[config.mk]
export PLATFORM = sky130hd
export DESIGN_NAME = rtc_shadow_top
export DESIGN_NICKNAME = d
export VERILOG_FILES = /design/src/rtl/rtc_shadow_pkg.sv /design/src/rtl/rtc_timebase.sv /design/src/rtl/rtc_mirror.sv /design/src/rtl/rtc_irq_unit.sv /design/src/rtl/rtc_shadow_top.sv
export SDC_FILE = /design/constraint.sdc
export NUM_CORES = 1
export LEC_CHECK = 0
export BUFFER_PORTS_ARGS = -buffer_cell sky130_fd_sc_hd__buf_2
export CAP_MARGIN = 20
export CORE_ASPECT_RATIO = 0.5
export CORE_UTILIZATION = 50
export CTS_BUF_LIST = sky130_fd_sc_hd__clkbuf_8 sky130_fd_sc_hd__clkbuf_16
export DETAILED_ROUTE_END_ITERATION = 10
export PLACE_DENSITY = 0.67
export SYNTH_ARGS = -nofsm -noshare
export SYNTH_HDL_FRONTEND = slang
export SYNTH_SLANG_ARGS = --single-unit
[constraint.sdc]
create_clock -name clk -period 9 [get_ports clk]
set_input_delay 0.45 -clock clk [delete_from_list [all_inputs] [get_ports clk]]
set_output_delay 0.45 -clock clk [all_outputs]
set_load 0.02 [all_outputs]
[src/rtl/rtc_shadow_pkg.sv]
package rtc_shadow_pkg;

    localparam int DATA_W        = 32;
    localparam int ADDR_W        = 8;
    localparam int SUB_W         = 16;
    localparam int NUM_IRQ       = 5;
    localparam int NUM_SEC_ALARM = 2;

    // Flag positions shared by the mask and status registers
    localparam int IRQ_SEC_A   = 0;
    localparam int IRQ_SEC_B   = 1;
    localparam int IRQ_SUB     = 2;
    localparam int IRQ_SEC_CDN = 3;
    localparam int IRQ_SUB_CDN = 4;

    // Register byte offsets
    localparam logic [ADDR_W-1:0] OFF_SEC      = 8'h00;
    localparam logic [ADDR_W-1:0] OFF_SUB      = 8'h04;
    localparam logic [ADDR_W-1:0] OFF_SHADOW   = 8'h08;
    localparam logic [ADDR_W-1:0] OFF_BUSY     = 8'h0C;
    localparam logic [ADDR_W-1:0] OFF_ALM_SEC0 = 8'h10;
    localparam logic [ADDR_W-1:0] OFF_ALM_SUB  = 8'h18;
    localparam logic [ADDR_W-1:0] OFF_IRQ_EN   = 8'h1C;
    localparam logic [ADDR_W-1:0] OFF_IRQ_FLAG = 8'h20;

    typedef struct packed {
        logic [DATA_W-1:0] sec;
        logic [SUB_W-1:0]  sub;
    } rtc_time_t;

    typedef struct packed {
        logic              sel;
        logic              wr;
        logic [ADDR_W-1:0] addr;
        logic [DATA_W-1:0] wdata;
    } bus_req_t;

    // Offset of the seconds alarm with the given index
    function automatic logic [ADDR_W-1:0] sec_alarm_off(input int idx);
        return OFF_ALM_SEC0 + ADDR_W'(idx * 4);
    endfunction

    function automatic logic is_write(input bus_req_t req, input logic [ADDR_W-1:0] off);
        return req.sel && req.wr && (req.addr == off);
    endfunction

    function automatic logic is_read(input bus_req_t req, input logic [ADDR_W-1:0] off);
        return req.sel && !req.wr && (req.addr == off);
    endfunction

endpackage

[src/rtl/rtc_timebase.sv]
module rtc_timebase
    import rtc_shadow_pkg::*;
#(
    parameter int TICK_HZ     = 32768,
    parameter int SUB_PER_SEC = 1000
) (
    input  logic              clk,
    input  logic              rst,
    input  logic              tick,
    input  logic              load_en,
    input  logic [DATA_W-1:0] load_sec,
    output rtc_time_t         live,
    output rtc_time_t         live_next,
    output logic              sub_step,
    output logic              sec_step
);

    localparam int ACC_W = $clog2(TICK_HZ + SUB_PER_SEC + 1);
    localparam logic [ACC_W-1:0] ACC_ADD = ACC_W'(SUB_PER_SEC);
    localparam logic [ACC_W-1:0] ACC_TOP = ACC_W'(TICK_HZ);
    localparam logic [SUB_W-1:0] SUB_LAST = SUB_W'(SUB_PER_SEC - 1);

    logic [ACC_W-1:0] acc_q;
    logic [ACC_W-1:0] acc_sum;
    logic [ACC_W-1:0] acc_nx;
    logic             step_raw;
    logic             sub_wrap;

    always_comb begin
        acc_sum  = acc_q + ACC_ADD;
        step_raw = tick && (acc_sum >= ACC_TOP);
        acc_nx   = step_raw ? (acc_sum - ACC_TOP) : acc_sum;
        sub_wrap = (live.sub == SUB_LAST);

        live_next = live;
        if (step_raw) begin
            if (sub_wrap) begin
                live_next.sub = '0;
                live_next.sec = live.sec + 1'b1;
            end else begin
                live_next.sub = live.sub + 1'b1;
            end
        end

        // A load overrides counting, so no step is reported then
        sub_step = step_raw && !load_en;
        sec_step = step_raw && sub_wrap && !load_en;
    end

    always_ff @(posedge clk) begin
        if (rst) begin
            acc_q <= '0;
            live  <= '0;
        end else if (load_en) begin
            acc_q    <= '0;
            live.sec <= load_sec;
            live.sub <= '0;
        end else if (tick) begin
            acc_q <= acc_nx;
            live  <= live_next;
        end
    end

endmodule

[src/rtl/rtc_mirror.sv]
module rtc_mirror
    import rtc_shadow_pkg::*;
#(
    parameter int COPY_TICKS = 8,
    parameter int BUSY_LEN   = 4
) (
    input  logic              clk,
    input  logic              rst,
    input  logic              tick,
    input  rtc_time_t         live,
    input  logic              load_en,
    input  logic [DATA_W-1:0] load_sec,
    input  logic              snap,
    output rtc_time_t         view,
    output logic [DATA_W-1:0] shadow_sec,
    output logic              busy
);

    localparam int CW = (COPY_TICKS > 1) ? $clog2(COPY_TICKS) : 1;
    localparam int BW = $clog2(BUSY_LEN + 1);
    localparam logic [CW-1:0] COPY_LAST = CW'(COPY_TICKS - 1);
    localparam logic [BW-1:0] BUSY_INIT = BW'(BUSY_LEN);

    logic [CW-1:0] copy_cnt;
    logic [BW-1:0] busy_cnt;
    logic          copy_start;
    logic          copy_take;

    assign copy_start = tick && (copy_cnt == COPY_LAST);
    assign copy_take  = (busy_cnt == BW'(1));
    assign busy       = (busy_cnt != '0);

    always_ff @(posedge clk) begin
        if (rst) begin
            copy_cnt <= '0;
        end else if (tick) begin
            copy_cnt <= (copy_cnt == COPY_LAST) ? '0 : copy_cnt + 1'b1;
        end
    end

    always_ff @(posedge clk) begin
        if (rst) begin
            busy_cnt <= '0;
        end else if (copy_start) begin
            busy_cnt <= BUSY_INIT;
        end else if (busy) begin
            busy_cnt <= busy_cnt - 1'b1;
        end
    end

    always_ff @(posedge clk) begin
        if (rst) begin
            view <= '0;
        end else if (load_en) begin
            view.sec <= load_sec;
            view.sub <= '0;
        end else if (copy_take) begin
            view <= live;
        end
    end

    always_ff @(posedge clk) begin
        if (rst) begin
            shadow_sec <= '0;
        end else if (snap) begin
            shadow_sec <= view.sec;
        end
    end

endmodule

[src/rtl/rtc_irq_unit.sv]
module rtc_irq_unit
    import rtc_shadow_pkg::*;
(
    input  logic                                  clk,
    input  logic                                  rst,
    input  logic                                  sec_step,
    input  logic                                  sub_step,
    input  rtc_time_t                             live_next,
    input  logic [NUM_SEC_ALARM-1:0]              alm_sec_wr,
    input  logic                                  alm_sub_wr,
    input  logic                                  en_wr,
    input  logic                                  flag_wr,
    input  logic [DATA_W-1:0]                     wdata,
    output logic [NUM_SEC_ALARM-1:0][DATA_W-1:0]  alm_sec,
    output logic [SUB_W-1:0]                      alm_sub,
    output logic [NUM_IRQ-1:0]                    en,
    output logic [NUM_IRQ-1:0]                    flag,
    output logic [NUM_IRQ-1:0]                    set_vec,
    output logic                                  irq
);

    logic [NUM_IRQ-1:0] clr_vec;

    genvar gi;
    generate
        for (gi = 0; gi < NUM_SEC_ALARM; gi++) begin : g_sec_alarm
            always_ff @(posedge clk) begin
                if (rst) begin
                    alm_sec[gi] <= '0;
                end else if (alm_sec_wr[gi]) begin
                    alm_sec[gi] <= wdata;
                end
            end
            // Zero means the alarm is switched off
            assign set_vec[IRQ_SEC_A + gi] = sec_step && (alm_sec[gi] != '0)
                                           && (live_next.sec == alm_sec[gi]);
        end
    endgenerate

    always_ff @(posedge clk) begin
        if (rst) begin
            alm_sub <= '0;
        end else if (alm_sub_wr) begin
            alm_sub <= wdata[SUB_W-1:0];
        end
    end

    assign set_vec[IRQ_SUB]     = sub_step && (live_next.sub == alm_sub);
    assign set_vec[IRQ_SEC_CDN] = 1'b0;
    assign set_vec[IRQ_SUB_CDN] = 1'b0;

    assign clr_vec = flag_wr ? wdata[NUM_IRQ-1:0] : '0;

    always_ff @(posedge clk) begin
        if (rst) begin
            en <= '0;
        end else if (en_wr) begin
            en <= wdata[NUM_IRQ-1:0];
        end
    end

    always_ff @(posedge clk) begin
        if (rst) begin
            flag <= '0;
        end else begin
            flag <= (flag & ~clr_vec) | set_vec;
        end
    end

    assign irq = |(flag & en);

endmodule

[src/rtl/rtc_shadow_top.sv]
module rtc_shadow_top
    import rtc_shadow_pkg::*;
#(
    parameter int TICK_HZ     = 32768,
    parameter int SUB_PER_SEC = 1000,
    parameter int COPY_TICKS  = 8,
    parameter int BUSY_LEN    = 4
) (
    input  logic        clk,
    input  logic        rst,
    input  logic        tick,
    input  logic        bus_sel,
    input  logic        bus_wr,
    input  logic [7:0]  bus_addr,
    input  logic [31:0] bus_wdata,
    output logic [31:0] bus_rdata,
    output logic        irq
);

    bus_req_t  req;
    rtc_time_t live_t;
    rtc_time_t live_nx;
    rtc_time_t view_t;
    logic [DATA_W-1:0] shadow_q;
    logic      busy_w;
    logic      sub_step;
    logic      sec_step;
    logic      sec_wr_req;
    logic      sec_load;
    logic      sub_rd;
    logic      en_wr;
    logic      flag_wr;
    logic      alm_sub_wr;
    logic [NUM_SEC_ALARM-1:0]             alm_sec_wr;
    logic [NUM_SEC_ALARM-1:0][DATA_W-1:0] alm_sec_q;
    logic [SUB_W-1:0]   alm_sub_q;
    logic [NUM_IRQ-1:0] en_q;
    logic [NUM_IRQ-1:0] flag_q;
    logic [NUM_IRQ-1:0] set_vec;

    assign req = '{sel: bus_sel, wr: bus_wr, addr: bus_addr, wdata: bus_wdata};

    assign sec_wr_req = is_write(req, OFF_SEC);
    assign sec_load   = sec_wr_req && !busy_w;
    assign sub_rd     = is_read(req, OFF_SUB);
    assign en_wr      = is_write(req, OFF_IRQ_EN);
    assign flag_wr    = is_write(req, OFF_IRQ_FLAG);
    assign alm_sub_wr = is_write(req, OFF_ALM_SUB);

    genvar gi;
    generate
        for (gi = 0; gi < NUM_SEC_ALARM; gi++) begin : g_alm_dec
            assign alm_sec_wr[gi] = is_write(req, sec_alarm_off(gi));
        end
    endgenerate

    rtc_timebase #(
        .TICK_HZ    (TICK_HZ),
        .SUB_PER_SEC(SUB_PER_SEC)
    ) u_timebase (
        .clk      (clk),
        .rst      (rst),
        .tick     (tick),
        .load_en  (sec_load),
        .load_sec (bus_wdata),
        .live     (live_t),
        .live_next(live_nx),
        .sub_step (sub_step),
        .sec_step (sec_step)
    );

    rtc_mirror #(
        .COPY_TICKS(COPY_TICKS),
        .BUSY_LEN  (BUSY_LEN)
    ) u_mirror (
        .clk       (clk),
        .rst       (rst),
        .tick      (tick),
        .live      (live_t),
        .load_en   (sec_load),
        .load_sec  (bus_wdata),
        .snap      (sub_rd),
        .view      (view_t),
        .shadow_sec(shadow_q),
        .busy      (busy_w)
    );

    rtc_irq_unit u_irq (
        .clk       (clk),
        .rst       (rst),
        .sec_step  (sec_step),
        .sub_step  (sub_step),
        .live_next (live_nx),
        .alm_sec_wr(alm_sec_wr),
        .alm_sub_wr(alm_sub_wr),
        .en_wr     (en_wr),
        .flag_wr   (flag_wr),
        .wdata     (bus_wdata),
        .alm_sec   (alm_sec_q),
        .alm_sub   (alm_sub_q),
        .en        (en_q),
        .flag      (flag_q),
        .set_vec   (set_vec),
        .irq       (irq)
    );

    always_comb begin
        bus_rdata = '0;
        if (bus_sel && !bus_wr) begin
            unique case (bus_addr)
                OFF_SEC:      bus_rdata = view_t.sec;
                OFF_SUB:      bus_rdata = DATA_W'(view_t.sub);
                OFF_SHADOW:   bus_rdata = shadow_q;
                OFF_BUSY:     bus_rdata = DATA_W'(busy_w);
                OFF_ALM_SUB:  bus_rdata = DATA_W'(alm_sub_q);
                OFF_IRQ_EN:   bus_rdata = DATA_W'(en_q);
                OFF_IRQ_FLAG: bus_rdata = DATA_W'(flag_q);
                default: begin
                    for (int i = 0; i < NUM_SEC_ALARM; i++) begin
                        if (bus_addr == sec_alarm_off(i)) bus_rdata = alm_sec_q[i];
                    end
                end
            endcase
        end
    end

endmodule

Word level (Yosys, flattened, before mapping)
Index checks and enable logic that the tools add are counted.
W data, S select, Z words.
- add/subtract/negate cells: 6
- reductions and logical operators: 33
- magnitude comparators: 1
- bitwise logic cells: 4
- mux-type cells: 16
- eq/ne operators: 14
- operators with widths (kind ; count):
    $mux W48 ; 5
    $pmux W32 S7 ; 1
    $mux W32 ; 4
    $eq A32 B32 Y1 ; 2
    $reduce_bool A32 Y1 ; 2
    $add A32 B1 Y32 const B ; 1
    $eq A8 B5 Y1 const B ; 4
    $mux W16 ; 2
    $logic_and A1 B1 Y1 ; 20
    $add A16 B1 Y16 const B ; 1
    $add A16 B10 Y16 const B ; 1
    $eq A16 B10 Y1 const B ; 1
    $eq A16 B16 Y1 ; 1
    $eq A8 B4 Y1 const B ; 2
    $ge A16 B16 Y1 const B ; 1
    $sub A16 B16 Y16 const B ; 1
    $and A5 B5 Y5 ; 2
    $mux W3 ; 3
    $eq A8 B3 Y1 const B ; 1
    $eq A8 B6 Y1 const B ; 1
    $logic_not A8 Y1 ; 1
    $reduce_bool A2 Y1 ; 3
    $mux W5 ; 1
    $not A5 Y5 ; 1
    9 further kinds ; 12
- output and inout port bits: 33
- bits of input ports: 45
- flip-flop bits (word level): 240
- word-level logic and storage cells: 88

Depth between registers and ports, before layout
- depth after elaboration: 8
- gate-level depth with buffers: 13
- mapped depth without buffers: 11

Hierarchy
A second synthesis with hierarchy kept.
- cells, all modules: 1519
- area total of the unflattened synthesis: 13141.4 um^2
- modules (own cells, without submodules) (module ; cells an instance ; sequential area each (um^2) ; area an instance (um^2) ; times used):
    rtc_irq_unit ; 427 ; 1801.7 ; 4207.8 ; 1
    rtc_mirror ; 386 ; 1721.7 ; 3618.5 ; 1
    rtc_timebase ; 459 ; 1221.2 ; 3505.9 ; 1
    rtc_shadow_top ; 247 ; 0.0 ; 1809.2 ; 1

Worst setup path after synthesis
No wires, ideal clock.
- path type: flip-flop to flip-flop
- start: reg, netlist name u_timebase.live[13]
- end: reg u_irq.flag[0]
- buffers on the path: 2
- data required time: 8916 ps
- cell stages (with the launch flop): 12
- setup slack: 5878 ps
- period minus slack after synthesis: 3122 ps
- arrival time: 3038 ps
- cells stage by stage: dfxtp_1 > buf_6 > or4_4 > nor4_4 > nand2_2 > or3_1 > buf_4 > nor3_1 > xnor2_1 > xnor2_1 > or4_1 > o31ai_2
- word-level cells in the longest chain between the ends: 6
- elaborated cells between the ends (all ways): 9
- RTL lines (element ; RTL line ; RTL):
    $eq A16 B10 Y1 (*) ; rtc_timebase.sv:33 ; sub_wrap = (live.sub == SUB_LAST);
    $mux W32 / $logic_and A1 B1 Y1 (equally long branches) ; rtc_timebase.sv:37, rtc_timebase.sv:47 ;
    $mux W48 / $logic_and A1 B1 Y1 (equally long branches) ; rtc_timebase.sv:36, rtc_timebase.sv:47 ;
    $eq A32 B32 Y1 / $logic_and A1 B1 Y1 (equally long branches) ; rtc_irq_unit.sv:36, rtc_irq_unit.sv:35 ;
    $logic_and A1 B1 Y1 (*) ; rtc_irq_unit.sv:36 ; && (live_next.sec == alm_sec[gi]);
    $or A5 B3 Y5 (*) ; rtc_irq_unit.sv:66 ; flag <= (flag & ~clr_vec) | set_vec;
    end signal, assigned ; rtc_irq_unit.sv:66 ;
    end, declared ; rtc_irq_unit.sv:17 ; output logic [NUM_IRQ-1:0] flag,
Mark *: on every way between the ends. The rest lies on a longest branch, timed or not.
A chain may end at the register's enable or synchronous reset.

Worst setup path after layout
- start: reg, netlist name u_timebase.live[16]
- end: reg u_irq.flag[0]
- word-level cells in the longest chain between the ends: 6
- RTL lines (element ; RTL line ; RTL):
    $add A32 B1 Y32 ; rtc_timebase.sv:39 ; live_next.sec = live.sec + 1'b1;
    $mux W32 ; rtc_timebase.sv:37 ; if (sub_wrap) begin
    $mux W48 (*) ; rtc_timebase.sv:36 ; if (step_raw) begin
    $eq A32 B32 Y1 (*) ; rtc_irq_unit.sv:36 ;
    $logic_and A1 B1 Y1 (*) ; rtc_irq_unit.sv:36 ;
    $or A5 B3 Y5 (*) ; rtc_irq_unit.sv:66 ;
Marked as above.

==> flow_summary.yaml <==
global_route:
  grt_pass1_wl_mm: 86.09
  antenna_found_initial: 2
  grtUsageTotal_pct: 40.84
  met1_usage_pct: 58.65
  gr-usage-met3_pct: 10.91
  grt_max_degree: 99
  grt-busiest-layer: "met2"
  use_met2_pct: 59.33
  gr-total-overflow: 0
  grt_pass1_vias: 13500
floorplan:
  dieWidth_um: 235.3
  start_util_pct: 51.19
  io_pins: 78
  die_y_um: 118.7
  coreArea_sq_um: 26590
  die_area_sq_um: 27930
  core.rowCount: 42
cts:
  cts_buffer_depth: 3
  clkTransAtPathRegs_ns: 0.08
  clock_latency_ns: 0.53
  clock-root-buffer: "clkbuf_16"
  cts_num_sinks: 237
  cts_resized: 0
  cts_hold_buffers: 0
  h-tree-depth: 1
  postCtsSetupBuffers: 0
  cts_tree: "done"
  cts_made_buffers: 22
route:
  dr.first_iter.drc_count: 2235
  firstDrtPassIters: 9
  vias: 14660
  totalWireLength_mm: 58.49
  avgViaCountPerCell: 6.792
  ant_nets: 0
  wl_per_cell_um: 27.09
  drc: 0
synth:
  synth-main-ff-cell: "dfxtp_1"
  synth-seq-cells: 237
  ys_async_sr_fraction_pct: 0
  yosysSeqAreaShare_pct: 34.86
  synth_area_sq_um: 13610
  synth_edf_count: 0
  ys_types: 86
  synth_nets: 1871
  ys_warn_count: 0
  syn-instance-count: 1818
  syn_avg_cell_area_sq_um: 7.487
pwr:
  p_int_w: 0.001709
  p_leak_nw: 4.707
  powerDensity_nw_per_um2: 156.9
  sequentialPowerShare_pct: 46.3
  switching_share_pct: 26.59
  clock_power_share_pct: 44.3
  ir_worst_vdd_v: 0.0001393
  p_sw_w: 0.0006190
  combPwrFrac_pct: 9.4
run_status:
  status: "finished, final reports clean"
timing:
  slew_headroom_pct: 24.66
  finalHoldViolCount: 0
  min_period_over_period_pct: 48.69
  tightest_slew_ns: 1.130
  drv_slew: 0
  rsz0062_at_grt: "no"
  fmax_ghz: 0.2282
  period_needed_ns: 4.382
  finalSetupViolCount: 0
  fin_skew_ns: 0.01803
  fin_setup_tns_ns: 0
critical_path:
  critPathArrivalTime_ns: 4.83
  crit_fanout: 13
  path_class: "flip-flop to flip-flop"
  crit_path_end_kind: "flip-flop"
  start_kind: "flip-flop"
  required_ns: 9.45
finish:
  fin_cells: 2159
  final_common_cell: "nand2_1"
  synthToLayoutAreaGrowth_pct: 9.017
  final_cell_mix: "nand2_1, dfxtp_1, a21oi_1"
  nNetsFinal: 1843
  drive_gt1_share_pct: 9.911
worst_hold_path:
  hp-class: "input pin to flip-flop"
placed_design:
  routabilityCongestion: 1.066
  dp_cells: 2118
  port_buffers: 77
  dpl.hpwl_mm: 42.14
job:
  drv_cap: 0
## cells in the mapped netlist, types with 33 or more instances
cell / number / share of area, %
a21oi_1: 220 / 8.1
a22oi_1: 42 / 2.3
a31oi_1: 47 / 2.2
clkbuf_1: 124 / 3.4
dfxtp_1: 237 / 35
nand2_1: 412 / 11
nand3_1: 39 / 1.4
nor2_1: 79 / 2.2
nor3_1: 37 / 1.4
nor4_1: 34 / 1.6
o21ai_0: 33 / 1.2
xnor2_1: 76 / 4.9
## cell type report
class / count / area [sq um]
diodes: 1 / 2.502
clock buffers: 28 / 644.4
clock inverters: 12 / 137.6
fillers: 2511 / 11750
inverters: 31 / 116.4
multi-input cells: 1396 / 8178
flip-flops and latches: 237 / 4745
well taps: 352 / 440.4
repair buffers: 102 / 575.6
## worst max-delay path, stage by stage, from the launching register on
cell,delay [ns]
dfxtp_1,0.60
ha_1,0.48
nand4_1,0.31
nor4_2,0.64
nand2_2,0.29
or3_1,0.57
nor3_1,0.33
xnor2_1,0.25
xnor2_1,0.10
or4_1,0.50
o31ai_2,0.22
## cell families after synthesis
kind of cell,Yosys count,synth area share (%)
AO/OA/AOI/OAI,514,24.62
XOR/XNOR,110,7.381
adder cells (fa/ha/maj),9,0.8089
buffers and inverters,185,5.432
flip-flops,237,34.86
multiplexers,10,0.7446
AND/OR/NAND/NOR,753,26.16
## per-layer routing
layer,vias to the layer above,wire [um]
li1,6453,-
met1,7064,24890
met2,1034,24170
met3,111,7797
met4,2,1621
met5,-,13
## through the flow
step	util, %	hold WS, ns	area (sq um)	total power [W]	setup WS (ns)
floorplan	-	0.4357	13610	0.001225	5.878
global placement	52.86	0.4416	14050	0.001301	4.872
detailed placement	52.86	0.4485	14050	0.001312	4.747
CTS	55.80	0.1717	14840	0.002319	4.714
global route	55.80	0.1766	14840	0.002379	4.317
finish	55.81	0.1824	14840	0.002328	4.618
## state kept, by name, summed over array words and instances, names as in the netlist
signal / cells
u_mirror.shadow_sec: 32
u_mirror.copy_cnt: 3
u_irq.alm_sec: 64
u_timebase.live: 48
u_irq.en: 5
u_mirror.view: 48
u_timebase.acc_q: 13
u_irq.flag: 5
u_mirror.busy_cnt: 3
u_irq.alm_sub: 16
## power groups by stage
| stage | logic (W) | registers, W | clock network, W |
|---|---|---|---|
| finish | 0.000219 | 0.00108 | 0.00103 |
| floorplan | 0.000129 | 0.00110 | 0 |
| detailed placement | 0.000211 | 0.00110 | 0 |
| global placement | 0.000203 | 0.00110 | 0 |
| CTS | 0.000212 | 0.00108 | 0.00103 |
| global route | 0.000230 | 0.00108 | 0.00107 |
## path summary, 6_finish.rpt
path	start	endpoint	slack, ns	cells past startpoint
hold / removal	bus_wdata[29]	u_irq.alm_sec[61]$_SDFFE_PP0P_	0.18	3
setup / recovery	u_timebase.live[16]$_SDFFE_PP0P_	u_irq.flag[0]$_SDFF_PP0_	4.62	10
setup reg to reg	u_timebase.live[16]$_SDFFE_PP0P_	u_irq.flag[0]$_SDFF_PP0_	4.62	10
hold reg to reg	u_mirror.shadow_sec[17]$_SDFFE_PP0P_	u_mirror.shadow_sec[17]$_SDFFE_PP0P_	0.46	2
Power figures use the tool's default switching activity.
